--- src/rtl/eqcal_pkg.sv ---
package eqcal_pkg;
  localparam int EQ_NVAR     = 9;
  localparam int EQ_CODE_W   = 7;
  localparam int EQ_STEP_W   = 5;
  localparam int EQ_ITER_W   = 7;
  localparam int EQ_METRIC_W = 16;

  typedef enum logic [1:0] {
    ST_IDLE = 2'd0,
    ST_SEL  = 2'd1,
    ST_MEAS = 2'd2,
    ST_DONE = 2'd3
  } eq_state_t;
endpackage

--- src/rtl/eqcal_stepper.sv ---
module eqcal_stepper #(
  parameter int CODE_W = 7,
  parameter int STEP_W = 5
) (
  input  logic              clk,
  input  logic              rst_n,
  input  logic              clr,
  input  logic              adv,
  input  logic [STEP_W-1:0] step,
  output logic [CODE_W-1:0] cand,
  output logic              at_max
);
  localparam int SUM_W = ((CODE_W > STEP_W) ? CODE_W : STEP_W) + 1;
  localparam logic [SUM_W-1:0] CODE_MAX = SUM_W'((1 << CODE_W) - 1);

  logic [STEP_W-1:0] step_eff;
  logic [SUM_W-1:0]  sum;
  logic [CODE_W-1:0] nxt;
  logic [CODE_W-1:0] cand_q, cand_d;
  logic              cand_en;

  // A zero step would never reach the top code, so it is treated as one.
  assign step_eff = (step == '0) ? STEP_W'(1) : step;
  assign sum      = SUM_W'(cand_q) + SUM_W'(step_eff);
  assign nxt      = (sum > CODE_MAX) ? CODE_MAX[CODE_W-1:0] : sum[CODE_W-1:0];

  assign cand_en = clr | adv;

  always_comb begin
    cand_d = cand_q;
    if (clr)      cand_d = '0;
    else if (adv) cand_d = nxt;
  end

  always_ff @(posedge clk or negedge rst_n) begin
    if (!rst_n)       cand_q <= '0;
    else if (cand_en) cand_q <= cand_d;
  end

  assign cand   = cand_q;
  assign at_max = (SUM_W'(cand_q) == CODE_MAX);
endmodule

--- src/rtl/eqcal_best.sv ---
module eqcal_best #(
  parameter int CODE_W   = 7,
  parameter int METRIC_W = 16
) (
  input  logic                clk,
  input  logic                rst_n,
  input  logic                clr,
  input  logic                smp,
  input  logic [METRIC_W-1:0] metric,
  input  logic [CODE_W-1:0]   code,
  output logic [CODE_W-1:0]   win_code
);
  logic                have_q;
  logic [METRIC_W-1:0] best_m_q;
  logic [CODE_W-1:0]   best_c_q;
  logic                take;
  logic                upd_en;

  // Strictly greater: with ascending candidates, ties stay with the lower code.
  assign take     = smp && (!have_q || (metric > best_m_q));
  assign win_code = take ? code : best_c_q;
  assign upd_en   = clr | take;

  always_ff @(posedge clk or negedge rst_n) begin
    if (!rst_n) begin
      have_q   <= 1'b0;
      best_m_q <= '0;
      best_c_q <= '0;
    end else if (upd_en) begin
      if (clr) begin
        have_q   <= 1'b0;
        best_m_q <= '0;
        best_c_q <= '0;
      end else begin
        have_q   <= 1'b1;
        best_m_q <= metric;
        best_c_q <= code;
      end
    end
  end
endmodule

--- src/rtl/eqcal_fsm.sv ---
module eqcal_fsm
  import eqcal_pkg::*;
#(
  parameter int NVAR   = 9,
  parameter int ITER_W = 7,
  parameter int VIDX_W = $clog2(NVAR + 1)
) (
  input  logic              clk,
  input  logic              rst_n,
  input  logic              enable,
  input  logic              start,
  input  logic [NVAR-1:0]   mask,
  input  logic [ITER_W-1:0] coarse_iters,
  input  logic [ITER_W-1:0] fine_iters,
  input  logic              metric_valid,
  input  logic              at_max,
  output logic [VIDX_W-1:0] var_idx,
  output logic              fine_phase,
  output logic              sweep_init,
  output logic              step_adv,
  output logic              sample,
  output logic              commit,
  output logic              busy,
  output logic              meas_req,
  output logic              done
);
  eq_state_t         state_q, state_d;
  logic [VIDX_W-1:0] var_q, var_d;
  logic [ITER_W-1:0] iter_q, iter_d;
  logic              fine_q, fine_d;
  logic [ITER_W-1:0] cur_lim;
  logic              last_iter;

  assign cur_lim   = fine_q ? fine_iters : coarse_iters;
  assign last_iter = ((ITER_W+1)'(iter_q) + (ITER_W+1)'(1)) >= (ITER_W+1)'(cur_lim);

  always_comb begin
    state_d    = state_q;
    var_d      = var_q;
    iter_d     = iter_q;
    fine_d     = fine_q;
    sweep_init = 1'b0;
    step_adv   = 1'b0;
    sample     = 1'b0;
    commit     = 1'b0;
    if (!enable) begin
      state_d = ST_IDLE;
    end else begin
      unique case (state_q)
        ST_IDLE: begin
          if (start) begin
            var_d  = '0;
            iter_d = '0;
            if (coarse_iters != '0) begin
              fine_d  = 1'b0;
              state_d = ST_SEL;
            end else if (fine_iters != '0) begin
              fine_d  = 1'b1;
              state_d = ST_SEL;
            end else begin
              state_d = ST_DONE;
            end
          end
        end
        ST_SEL: begin
          if (var_q == VIDX_W'(NVAR)) begin
            var_d = '0;
            if (last_iter) begin
              if (!fine_q && (fine_iters != '0)) begin
                fine_d = 1'b1;
                iter_d = '0;
              end else begin
                state_d = ST_DONE;
              end
            end else begin
              iter_d = iter_q + 1'b1;
            end
          end else if (mask[var_q]) begin
            sweep_init = 1'b1;
            state_d    = ST_MEAS;
          end else begin
            var_d = var_q + 1'b1;
          end
        end
        ST_MEAS: begin
          if (metric_valid) begin
            sample = 1'b1;
            if (at_max) begin
              commit  = 1'b1;
              var_d   = var_q + 1'b1;
              state_d = ST_SEL;
            end else begin
              step_adv = 1'b1;
            end
          end
        end
        ST_DONE: state_d = ST_IDLE;
        default: state_d = ST_IDLE;
      endcase
    end
  end

  always_ff @(posedge clk or negedge rst_n) begin
    if (!rst_n) begin
      state_q <= ST_IDLE;
      var_q   <= '0;
      iter_q  <= '0;
      fine_q  <= 1'b0;
    end else begin
      state_q <= state_d;
      var_q   <= var_d;
      iter_q  <= iter_d;
      fine_q  <= fine_d;
    end
  end

  assign var_idx    = var_q;
  assign fine_phase = fine_q;
  assign busy       = (state_q == ST_SEL) || (state_q == ST_MEAS);
  assign meas_req   = (state_q == ST_MEAS);
  assign done       = (state_q == ST_DONE);
endmodule

--- src/rtl/eqcal_ctrl.sv ---
module eqcal_ctrl
  import eqcal_pkg::*;
#(
  parameter int NVAR     = EQ_NVAR,
  parameter int CODE_W   = EQ_CODE_W,
  parameter int STEP_W   = EQ_STEP_W,
  parameter int ITER_W   = EQ_ITER_W,
  parameter int METRIC_W = EQ_METRIC_W
) (
  input  logic                   clk,
  input  logic                   rst_n,
  input  logic                   cfg_enable,
  input  logic                   cal_start,
  input  logic [NVAR-1:0]        cfg_run_mask,
  input  logic [STEP_W-1:0]      cfg_coarse_step,
  input  logic [STEP_W-1:0]      cfg_fine_step,
  input  logic [ITER_W-1:0]      cfg_coarse_iters,
  input  logic [ITER_W-1:0]      cfg_fine_iters,
  input  logic                   metric_valid,
  input  logic [METRIC_W-1:0]    metric,
  output logic [NVAR*CODE_W-1:0] eq_code,
  output logic                   meas_req,
  output logic                   busy,
  output logic                   done
);
  localparam int VIDX_W = $clog2(NVAR + 1);

  logic [1:0]        rst_sync_q;
  logic              rst_n_s;
  logic [VIDX_W-1:0] var_idx;
  logic              fine_phase;
  logic              sweep_init, step_adv, sample, commit;
  logic [CODE_W-1:0] cand, win_code;
  logic              at_max;
  logic [STEP_W-1:0] cur_step;

  // Reset asserts at once and is released two clock edges later.
  always_ff @(posedge clk or negedge rst_n) begin
    if (!rst_n) rst_sync_q <= 2'b00;
    else        rst_sync_q <= {rst_sync_q[0], 1'b1};
  end
  assign rst_n_s = rst_sync_q[1];

  assign cur_step = fine_phase ? cfg_fine_step : cfg_coarse_step;

  eqcal_fsm #(.NVAR(NVAR), .ITER_W(ITER_W), .VIDX_W(VIDX_W)) u_fsm (
    .clk(clk), .rst_n(rst_n_s), .enable(cfg_enable), .start(cal_start),
    .mask(cfg_run_mask), .coarse_iters(cfg_coarse_iters), .fine_iters(cfg_fine_iters),
    .metric_valid(metric_valid), .at_max(at_max), .var_idx(var_idx),
    .fine_phase(fine_phase), .sweep_init(sweep_init), .step_adv(step_adv),
    .sample(sample), .commit(commit), .busy(busy), .meas_req(meas_req), .done(done)
  );

  eqcal_stepper #(.CODE_W(CODE_W), .STEP_W(STEP_W)) u_step (
    .clk(clk), .rst_n(rst_n_s), .clr(sweep_init), .adv(step_adv),
    .step(cur_step), .cand(cand), .at_max(at_max)
  );

  eqcal_best #(.CODE_W(CODE_W), .METRIC_W(METRIC_W)) u_best (
    .clk(clk), .rst_n(rst_n_s), .clr(sweep_init), .smp(sample),
    .metric(metric), .code(cand), .win_code(win_code)
  );

  // Committed codes; the in-flight candidate only reaches the output mux.
  for (genvar gi = 0; gi < NVAR; gi++) begin : g_var
    logic [CODE_W-1:0] code_q;
    logic              code_we;
    logic              is_cur;

    assign is_cur  = (var_idx == VIDX_W'(gi));
    assign code_we = commit && is_cur;

    always_ff @(posedge clk or negedge rst_n_s) begin
      if (!rst_n_s)     code_q <= '0;
      else if (code_we) code_q <= win_code;
    end

    assign eq_code[gi*CODE_W +: CODE_W] = (meas_req && is_cur) ? cand : code_q;
  end
endmodule

--- config.mk ---
export PLATFORM = sky130hd
export DESIGN_NAME = eqcal_ctrl
export DESIGN_NICKNAME = d
export VERILOG_FILES = /design/src/rtl/eqcal_pkg.sv /design/src/rtl/eqcal_stepper.sv /design/src/rtl/eqcal_best.sv /design/src/rtl/eqcal_fsm.sv /design/src/rtl/eqcal_ctrl.sv
export SDC_FILE = /design/constraint.sdc
export NUM_CORES = 1
export LEC_CHECK = 0
export BUFFER_PORTS_ARGS = -buffer_cell sky130_fd_sc_hd__buf_2
export CORE_MARGIN = 2
export CORE_UTILIZATION = 55
export CTS_BUF_LIST = sky130_fd_sc_hd__clkbuf_8 sky130_fd_sc_hd__clkbuf_16
export DETAILED_ROUTE_END_ITERATION = 12
export PLACE_DENSITY = 0.86
export SYNTH_ARGS = -nofsm -noshare
export SYNTH_HDL_FRONTEND = slang
export SYNTH_SLANG_ARGS = --single-unit
--- constraint.sdc ---
create_clock -name clk -period 4.96 [get_ports clk]
set_clock_uncertainty 0.2 [all_clocks]
set_input_delay 0.496 -clock clk [delete_from_list [all_inputs] [get_ports clk]]
set_output_delay 0.496 -clock clk [all_outputs]
set_load 0.05 [all_outputs]
# After elaboration in Yosys (flattened, before gate mapping)

Cells that the tools add are included.

Bitwise logic cells: 2
Mux-type cells: 65
$lt $le $gt $ge: 4
Equal/unequal tests: 28
Reduce and logical (&&, ||, !) cells: 37
Add/subtract/negate cells: 4

Operator list:

| operator            | number |
|---|---|
| $mux 7              | 19 |
| $mux 1              | 23 |
| $logic_and 1x1->1   | 20 |
| $mux 2              | 10 |
| $mux 4              | 5 |
| $eq 4x3->1 const B  | 4 |
| $gt 16x16->1        | 1 |
| $mux 16             | 1 |
| $pmux 7 s2          | 1 |
| $reduce_bool 7->1   | 2 |
| $pmux 4 s3          | 1 |
| $reduce_and 6->1    | 2 |
| $mux 5              | 2 |
| $ne 3x3->1 const B  | 3 |
| $add 7x1->8 const B | 1 |
| $add 7x5->8         | 1 |
| $eq 4x2->1 const B  | 2 |
| $eq 4x4->1 const B  | 2 |
| $ge 8x7->1          | 1 |
| $gt 8x7->1 const B  | 1 |
| $ne 2x1->1 const B  | 4 |
| $pmux 2 s4          | 1 |
| $add 7x1->7 const B | 1 |
| $eq 7x7->1 const B  | 1 |
| other kinds (24)    | 31 |

Output and inout bits: 66
Word-level logic and storage cells: 158
Bits of input ports: 54
Register bits after elaboration: 110

# Logic depth before layout (Yosys ltp)

Gate-level depths: netlist of run 1.

Depth after elaboration: 8
Gate-level depth with buffers: 13
Depth with buffers taken out: 12

# By module

From an unflattened synthesis of run 1, not the netlist that was laid out.

Cell total of the unflattened synthesis: 599
Area total of the unflattened synthesis: 6810.3 um^2

By module, submodules not included:

| module        | sequential area each (um^2) | times used | cells each | area an instance (um^2) |
|---|---|---|---|---|
| eqcal_ctrl    | 1626.6                      | 1          | 230        | 3289.4 |
| eqcal_best    | 600.6                       | 1          | 171        | 1677.9 |
| eqcal_fsm     | 350.3                       | 1          | 143        | 1318.8 |
| eqcal_stepper | 175.2                       | 1          | 55         | 524.3 |

# Worst setup path before layout of run 1

OpenSTA, ideal clock, no wires.

Kind: register to output
From: register u_fsm.state_q[0]
To: output port eq_code[29]
Buffers on the path: 1
Required time: 4264 ps
Data arrival time: 2777 ps
Stages on the path, launching flop included: 6
Setup slack: 1487 ps
Path through: dfrtp_1 inv_1 ha_1 clkbuf_1 nand3_1 o21ai_0

Longest elaborated chain between the ends: 3

RTL lines:

| element                  | line             | RTL |
|---|---|---|
| start: declaration       | eqcal_fsm.sv:27  | `eq_state_t state_q, state_d;` |
| start signal: assignment | eqcal_fsm.sv:110 | `state_q <= state_d;` |
| $eq 2x2->1               | eqcal_fsm.sv:120 | `assign meas_req = (state_q == ST_MEAS);` |
| named net meas_req       | eqcal_ctrl.sv:22 | `output logic meas_req,` |
| $logic_and 1x1->1        | eqcal_ctrl.sv:78 | `assign eq_code[gi*CODE_W +: CODE_W] = (meas_req && is_cur) ? cand : code_q;` |
| $mux 7                   | eqcal_ctrl.sv:78 |  |
| end: declaration         | eqcal_ctrl.sv:21 | `output logic [NVAR*CODE_W-1:0] eq_code,` |

The timed path passes the listed nets, and every way through them passes these cells.

# Worst setup path after layout of run 1

From: register u_fsm.fine_q, in the netlist u_fsm.fine_phase
To: register u_step.cand_q[6], in the netlist u_step.cand[6]

Longest elaborated chain between the ends: 8

RTL lines:

| element                  | line                | RTL |
|---|---|---|
| start: declaration       | eqcal_fsm.sv:30     | `logic fine_q, fine_d;` |
| start signal: assignment | eqcal_fsm.sv:113    | `fine_q <= fine_d;` |
| $mux 5 *                 | eqcal_ctrl.sv:44    | `assign cur_step = fine_phase ? cfg_fine_step : cfg_coarse_step;` |
| $logic_not 5->1          | eqcal_stepper.sv:23 | `assign step_eff = (step == '0) ? STEP_W'(1) : step;` |
| $mux 5 *                 | eqcal_stepper.sv:23 |  |
| $add 7x5->8 *            | eqcal_stepper.sv:24 | `assign sum = SUM_W'(cand_q) + SUM_W'(step_eff);` |
| $gt 8x7->1               | eqcal_stepper.sv:25 | `assign nxt = (sum > CODE_MAX) ? CODE_MAX[CODE_W-1:0] : sum[CODE_W-1:0];` |
| $mux 7 *                 | eqcal_stepper.sv:25 |  |
| $mux 7 *                 | eqcal_stepper.sv:32 | `else if (adv) cand_d = nxt;` |
| $mux 7 *                 | eqcal_stepper.sv:31 | `if (clr) cand_d = '0;` |
| end signal: assignment   | eqcal_stepper.sv:37 | `else if (cand_en) cand_q <= cand_d;` |
| end: declaration         | eqcal_stepper.sv:19 | `logic [CODE_W-1:0] cand_q, cand_d;` |

Every way passes the cells marked *; elsewhere a longest branch is shown, timed or not. The select of a mux whose other input is x is not followed.
A chain may end at the register's enable or synchronous reset.

==> results.sh, run 1 <==
export IMPL_status="complete, no violations"
export IMPL_critical_path_top_delay_family="compound AO/OA/AOI/OAI gates"
export IMPL_p_sw_mw=1.096
export IMPL_synthMostInstantiatedCell="sky130_fd_sc_hd__dfrtp_1"
export IMPL_synth_xor_area_share_pct=0.3743
export IMPL_worstPathBufferInverterCount=2
export IMPL_synthArstFlopShare_pct=100.0
export IMPL_required_ns=5.03
export IMPL_ant_nets=0
export IMPL_vdd_ir_drop_max_mv=0.2661
export IMPL_reg2reg_to="u_step.cand[6]"
export IMPL_ioPinCount=120
export IMPL_combinational_family_with_the_most_area_after_synthesis="simple AND/OR/NAND/NOR gates"
export IMPL_pwr_share_comb_pct=32.5
export IMPL_drt_iter0_markers=524
export IMPL_floorplan_initialDensity_pct=56.08
export IMPL_switching_share_pct=38.86
export IMPL_drt_wl_total_mm=18.66
export IMPL_post_synth_instance_area_um2=7019
export IMPL_power_density_cell_area_nw_per_um2=356.3
export IMPL_clk_pin_slew_worst_paths_ns=0.07
export IMPL_synth_commonest_cells="110 x sky130_fd_sc_hd__dfrtp_1, 98 x sky130_fd_sc_hd__nand3_1, 61 x sky130_fd_sc_hd__mux2_2"
export IMPL_post_synth_and_or_nand_nor_area_fraction_pct=19.82
export IMPL_via_per_inst=6.181
export IMPL_synth_seq_cells=110
export IMPL_grt_overflow_total=0
export IMPL_synth_distinct_cells=63
export IMPL_worst_ep_arrival_time_ns=3.60
export IMPL_areaGrowthSynthToFinish_pct=12.78
export IMPL_clock_fmax_mhz=283.1
export IMPL_numCtsBuffers=9
export IMPL_crit_fanout=14
export IMPL_grt_max_degree=75
export IMPL_cp_slowest_stage_delay_ns=0.71
export IMPL_rsz0062_at_grt="no"
export IMPL_critical_path_destination="u_step.cand[6]"
export IMPL_critical_path_depth=12
export IMPL_power_leakage_nw=4.168
export IMPL_post_synth_fa_ha_maj_area_fraction_pct=7.059
export IMPL_floorplan_die_area_um2=13680
export IMPL_n_antenna_cell=0
export IMPL_cts_tree="done"
export IMPL_cts_htree_levels=3
export IMPL_synthTopCellsByArea="sky130_fd_sc_hd__dfrtp_1 39%, sky130_fd_sc_hd__mux2_2 9.8%, sky130_fd_sc_hd__nand3_1 7.0%"
export IMPL_via_count=6317
export IMPL_remaining_drc_errors=0
export IMPL_timing_hold_violations_final=0
export IMPL_yosysTopAreaCellShare_pct=39.22
export IMPL_path_cells="mux2i_1, inv_1, o41ai_1, ha_1, inv_1, fa_1, nor2b_1, o21ai_0, a21boi_0, o211a_1, nor2_1, nor3_1"
export IMPL_postLayoutCellArea_um2=7916
export IMPL_maxSlewViolCount=0
export IMPL_ys_flop_type="sky130_fd_sc_hd__dfrtp_1"
export IMPL_power_share_sequential_pct=43.2
export IMPL_start_kind="flip-flop"
export IMPL_wire_per_inst_um=18.26
export IMPL_numPortBuffers=119
export IMPL_critical_path_startpoint="u_fsm.fine_phase"
export IMPL_die_width_um=117.0
export IMPL_edff_count_synth=0
export IMPL_reg2regPathDepth=12
export IMPL_fin_crit_ns=3.532
export IMPL_ys_warn_count=0
export IMPL_final_net_count=938
export IMPL_path_common_cell="sky130_fd_sc_hd__inv_1"
export IMPL_synth_compound_area_share_pct=16.93
export IMPL_grt_pass1_wl_mm=29.44
export IMPL_syn_nets=855
export IMPL_cap_viol_max_count=0
export IMPL_antenna_found_initial=0
export IMPL_final_setup_violations=0
export IMPL_floorplan_rows=41
export IMPL_placement_setup_worst_slack_ns=1.427
export IMPL_hold_class="flip-flop to flip-flop"
export IMPL_number_of_global_route_vias_before_repair=5912
export IMPL_p_int_mw=1.724
export IMPL_cell_count_after_synthesis=762
export IMPL_clock_latency_ns=0.35
export IMPL_total_power_mw=2.821
export IMPL_dpl_cell_area_um2=7635
export IMPL_dp_hpwl_mm=12.72
export IMPL_pwr_share_clk_pct=24.2
export IMPL_muxShareOfSynthArea_pct=11.35
export IMPL_timing_final_crit_share_pct=71.21
export IMPL_setup_reg_to_reg_worst_slack_ns=1.43
export IMPL_timing_slew_headroom_pct=35.32
export IMPL_synth_avg_cell_area_um2=9.212
export IMPL_timing_critical_path_to_type="flip-flop"
export IMPL_slowest_stage="sky130_fd_sc_hd__dfrtp_1"
export IMPL_numClockSinks=110
export IMPL_cts_root_to_sink_buffers=2
export IMPL_synth_area_leader_cell="sky130_fd_sc_hd__dfrtp_1"
export IMPL_gp_congestion=0.9023
export IMPL_globalRouteTotalUtil_pct=27.85
export IMPL_whs_path_cells=0
export IMPL_worst_slew_pin_tran_ns=0.9702
export IMPL_die_h_um=117.0
export IMPL_root_buffer="sky130_fd_sc_hd__clkbuf_16"
export IMPL_yosysSeqAreaShare_pct=39.22
export IMPL_setup_ws_ns=1.428
export IMPL_rr_startpoint="u_fsm.fine_phase"
export IMPL_detail_route_first_pass_iterations=6
export IMPL_core_area_um2=12520
export IMPL_worstSetupPathType="flip-flop to flip-flop"
export IMPL_totalNegativeSetupSlack_ns=0
export IMPL_fraction_of_layout_instances_using_a_drive_strength_above_1_pct=24.82
[flip-flops by register name (all words and copies together) (netlist names)]
| signal | cells |
|---|---|
| g_var.code_q | 63 |
| rst_sync_q | 2 |
| u_best.best_c_q | 7 |
| u_best.best_m_q | 16 |
| u_best.have_q | 1 |
| u_fsm.fine_phase | 1 |
| u_fsm.iter_q | 7 |
| u_fsm.state_q | 2 |
| u_fsm.var_idx | 4 |
| u_step.cand | 7 |
[final cells by class]
type | instances | area, um^2
sequential | 110 | 2756
timing repair buffer | 125 | 643.1
clock inverter | 6 | 32.53
multi-input combinational | 565 | 3902
tap | 172 | 215.2
inverter | 34 | 127.6
clock buffer | 10 | 239.0
fill | 1075 | 4601
[worst min path at each step]
stage / end / slack, ns / from
finish: rst_sync_q[1] / 0.14 / rst_sync_q[0]
global route: rst_sync_q[1] / 0.15 / rst_sync_q[0]
CTS: rst_sync_q[1] / 0.15 / rst_sync_q[0]
detailed placement: rst_sync_q[0] / 0.08 / rst_n
global placement: rst_sync_q[0] / 0.08 / rst_n
floorplan: rst_sync_q[0] / 0.0004 / rst_n
[logic make-up (layout without fill, tap and decap cells)]
logic type	Yosys count	in the layout
flip-flops	110	110
other	1	1
multiplexers	72	72
AND/OR/NAND/NOR	268	268
AO/OA/AOI/OAI	182	182
buffers and inverters	87	175
adder cells (fa/ha/maj)	39	39
XOR/XNOR	3	3
[placed cells by master, fill, tap and decap left out, types with 4 or more instances in the layout]
cell,synthesis,final
sky130_fd_sc_hd__a22o_1,25,25
sky130_fd_sc_hd__buf_2,17,119
sky130_fd_sc_hd__nor2b_1,4,4
sky130_fd_sc_hd__inv_1,34,37
sky130_fd_sc_hd__mux2i_1,11,11
sky130_fd_sc_hd__nor3_1,10,10
sky130_fd_sc_hd__mux2_2,61,61
sky130_fd_sc_hd__nor2_1,32,32
sky130_fd_sc_hd__a21o_1,7,7
sky130_fd_sc_hd__nand3_1,98,98
sky130_fd_sc_hd__dfrtp_1,110,109
sky130_fd_sc_hd__clkbuf_16,0,9
sky130_fd_sc_hd__ha_1,38,38
sky130_fd_sc_hd__a21oi_1,54,54
sky130_fd_sc_hd__and3_1,50,50
sky130_fd_sc_hd__nand2_1,49,49
sky130_fd_sc_hd__nand2b_1,6,6
sky130_fd_sc_hd__o22ai_1,4,4
sky130_fd_sc_hd__o21a_1,5,5
sky130_fd_sc_hd__o21ai_0,25,25
sky130_fd_sc_hd__o211ai_1,7,7
sky130_fd_sc_hd__a31oi_1,25,25
sky130_fd_sc_hd__buf_4,0,5
sky130_fd_sc_hd__a22oi_1,6,6
[through the flow]
step | util, % | std cells | hold WS [ns]
after global placement | 61.00 | 1005 | 0.08255
final | 63.24 | 1022 | 0.1445
after detailed placement | 61.00 | 1005 | 0.08313
after CTS | 63.24 | 1022 | 0.1529
after floorplan | - | 762 | 0.0004090
after global routing | 63.24 | 1022 | 0.1515
[what timing repair did]
item                                    4_1_cts  5_1_grt
endpoints found under the setup margin        0        0
hold endpoints to repair                      2        0
resized for setup                             0        0
setup buffers                                 0        0
hold buffers                                  1        0
[power groups by stage]
stage	clock network [mW]	registers, mW	logic [mW]
after CTS	0.691	1.21	0.910
after global routing	0.727	1.24	1.02
final	0.684	1.22	0.918
after global placement	0	1.22	0.881
after detailed placement	0	1.22	0.907
after floorplan	0	1.09	0.777
[layer usage]
metal | global-route usage [%] | part of all wire [%] | wire [um]
met3 | 5.767 | 9.8 | 1828
met1 | 38.77 | 42 | 7881
met5 | 0 | 0 | 0
met2 | 42.35 | 45 | 8361
met4 | 12.31 | 3.2 | 589
No activity file was read; power rests on OpenSTA's default activity.
==> inputs of run 2 (changes only) <==
Clock period 4.96 ns to 3.3 ns, I/O delays scaled along.
==> results.sh, run 2 (synthesis results as in run 1) <==
export IMPL_cp_slowest_stage_delay_ns=0.49
export IMPL_drt_wl_total_mm=18.46
export IMPL_hold_path_endpoint="u_best.best_m_q[15]"
export IMPL_numCtsBuffers=9
export IMPL_clock_fmax_mhz=326.6
export IMPL_fin_crit_ns=3.062
export IMPL_timing_slew_headroom_pct=46.41
export IMPL_areaGrowthSynthToFinish_pct=15.13
export IMPL_grt_pass1_wl_mm=29.86
export IMPL_register_ranked_first_by_flip_flop_count="g_var.code_q"
export IMPL_grt_overflow_total=0
export IMPL_path_cells="inv_1, ha_1, nor3b_2, nand2_1, o21ai_0, buf_2"
export IMPL_cts_tree="done"
export IMPL_crit_fanout=9
export IMPL_maxSlewViolCount=0
export IMPL_dpl_cell_area_um2=7760
export IMPL_worst_ep_arrival_time_ns=2.53
export IMPL_total_power_mw=4.376
export IMPL_worstSetupPathType="flip-flop to primary output"
export IMPL_floorplan_initialDensity_pct=56.08
export IMPL_final_instance_count_excl_fill=1037
export IMPL_cap_viol_max_count=0
export IMPL_number_of_flip_flops_in_the_largest_register=63
export IMPL_numClockSinks=110
export IMPL_final_fill_count=1078
export IMPL_grt_max_degree=56
export IMPL_postLayoutCellArea_um2=8082
export IMPL_dp_hpwl_mm=12.98
export IMPL_vdd_ir_drop_max_mv=0.2836
export IMPL_root_buffer="sky130_fd_sc_hd__clkbuf_16"
export IMPL_pwr_share_clk_pct=25.4
export IMPL_rsz0062_at_grt="no"
export IMPL_drt_iter0_markers=626
export IMPL_remaining_drc_errors=0
export IMPL_power_leakage_nw=4.241
export IMPL_ant_nets=0
export IMPL_p_sw_mw=1.670
export IMPL_reg2reg_to="u_step.cand[6]"
export IMPL_timing_hold_violations_final=0
export IMPL_fraction_of_layout_instances_using_a_drive_strength_above_1_pct=26.82
export IMPL_multiInputGateArea_um2=3914
export IMPL_min_delay_start="metric[15]"
export IMPL_antenna_found_initial=0
export IMPL_via_per_inst=6.105
export IMPL_floorplan_rows=41
export IMPL_hold_class="input pin to flip-flop"
export IMPL_detail_route_first_pass_iterations=6
export IMPL_required_ns=2.77
export IMPL_timing_critical_path_to_type="primary output"
export IMPL_whs_path_cells=2
export IMPL_cts_post_setup_buffers_inserted=0
export IMPL_power_density_cell_area_nw_per_um2=541.5
export IMPL_start_kind="flip-flop"
export IMPL_clock_latency_ns=0.36
export IMPL_number_of_global_route_vias_before_repair=5982
export IMPL_n_antenna_cell=0
export IMPL_globalRouteTotalUtil_pct=27.95
export IMPL_reg2regPathDepth=12
export IMPL_die_width_um=117.0
export IMPL_via_count=6331
export IMPL_ff_latch_area_um2=2758
export IMPL_top_regs="g_var.code_q: 63 flops, u_best.best_m_q: 16 flops"
export IMPL_timing_final_crit_share_pct=92.78
export IMPL_rr_startpoint="u_fsm.fine_phase"
export IMPL_ioPinCount=120
export IMPL_clk_pin_slew_worst_paths_ns=0.08
export IMPL_gp_congestion=0.8870
export IMPL_worst_slew_pin_tran_ns=0.8038
export IMPL_p_int_mw=2.706
export IMPL_numPortBuffers=119
export IMPL_numPlacedInstances=1020
export IMPL_wire_per_inst_um=17.80
export IMPL_fin_hold_ws_ns=0.01319
export IMPL_cts_htree_levels=3
export IMPL_pwr_share_comb_pct=34.1
export IMPL_status="complete, no violations"
export IMPL_slowest_stage="sky130_fd_sc_hd__dfrtp_1"
export IMPL_final_setup_violations=0
export IMPL_die_h_um=117.0
export IMPL_switching_share_pct=38.16
export IMPL_final_cell_mix="119 x sky130_fd_sc_hd__buf_2, 108 x sky130_fd_sc_hd__dfrtp_1, 98 x sky130_fd_sc_hd__nand3_1"
export IMPL_power_share_sequential_pct=40.5
export IMPL_cts_root_to_sink_buffers=2
export IMPL_final_net_count=953
export IMPL_setup_reg_to_reg_worst_slack_ns=0.29
export IMPL_mostFrequentLayoutCell="sky130_fd_sc_hd__buf_2"
export IMPL_core_area_um2=12520
export IMPL_floorplan_die_area_um2=13680
## run 2: changes by cell type in the layout (fill, tap and decap cells not counted), sizes merged
cell / delta
bufinv: +1
clkinv: -1
clkinvlp: +3
buf: +15
clkbuf: -1
inv: -2
## run 2: power groups by stage
stage	Clock, mW	Sequential (mW)	Combinational [mW]
after floorplan	0	1.64	1.17
after global placement	0	1.78	1.43
after detailed placement	0	1.78	1.47
after CTS	1.12	1.76	1.48
after global routing	1.17	1.80	1.65
final	1.11	1.77	1.49
## run 2: worst max-delay path by stage
stage / from / to / slack (ns)
3_3_place_gp: u_fsm.fine_phase / u_step.cand[6] / 0.26
5_1_grt: u_fsm.var_idx[0] / eq_code[61] / 0.06
4_1_cts: u_fsm.fine_phase / u_step.cand[6] / 0.09
6_report: u_fsm.var_idx[0] / eq_code[61] / 0.24
2_1_floorplan: u_fsm.state_q[0] / eq_code[29] / -0.007
3_5_place_dp: u_fsm.fine_phase / u_step.cand[6] / 0.09
## run 2: critical path: cells and delay by family (launching register included)
family,cells,cell delay (ns)
buf+inv,2,0.50
compound gates,1,0.37
fa+ha+maj,1,0.30
flops,1,0.49
simple gates,2,0.51
## run 2: metal layers
| metal | global-route usage (%) | vias up | share of wire, % |
|---|---|---|---|
| li1 | - | 2979 | - |
| met1 | 39.29 | 3011 | 44 |
| met2 | 44.78 | 310 | 46 |
| met3 | 5.046 | 31 | 8.6 |
| met4 | 8.000 | 0 | 1.8 |
| met5 | 0 | - | 0 |
## run 2: layout make-up
| class | instances | share of cell area (%) |
|---|---|---|
| clock buffer | 9 | 2.787 |
| clock inverter | 7 | 0.9135 |
| multi-input combinational | 565 | 48.43 |
| tap | 172 | 2.663 |
| sequential | 110 | 34.12 |
| timing repair buffer | 140 | 9.506 |
| inverter | 34 | 1.579 |
## run 2: per-stage QoR
step	setup slack (ns)	setup TNS, ns	util [%]
final	0.2383	0	64.56
after global routing	0.06071	0	64.56
after CTS	0.08554	0	64.46
after detailed placement	0.08815	0	62.00
after global placement	0.2644	0	62.00
after floorplan	-0.007323	-0.05859	-
## run 2: what timing repair did
action	4_1_cts	5_1_grt
hold buffers	1	0
resized for setup	0	4
hold endpoints to repair	2	0
setup endpoints to repair	0	2
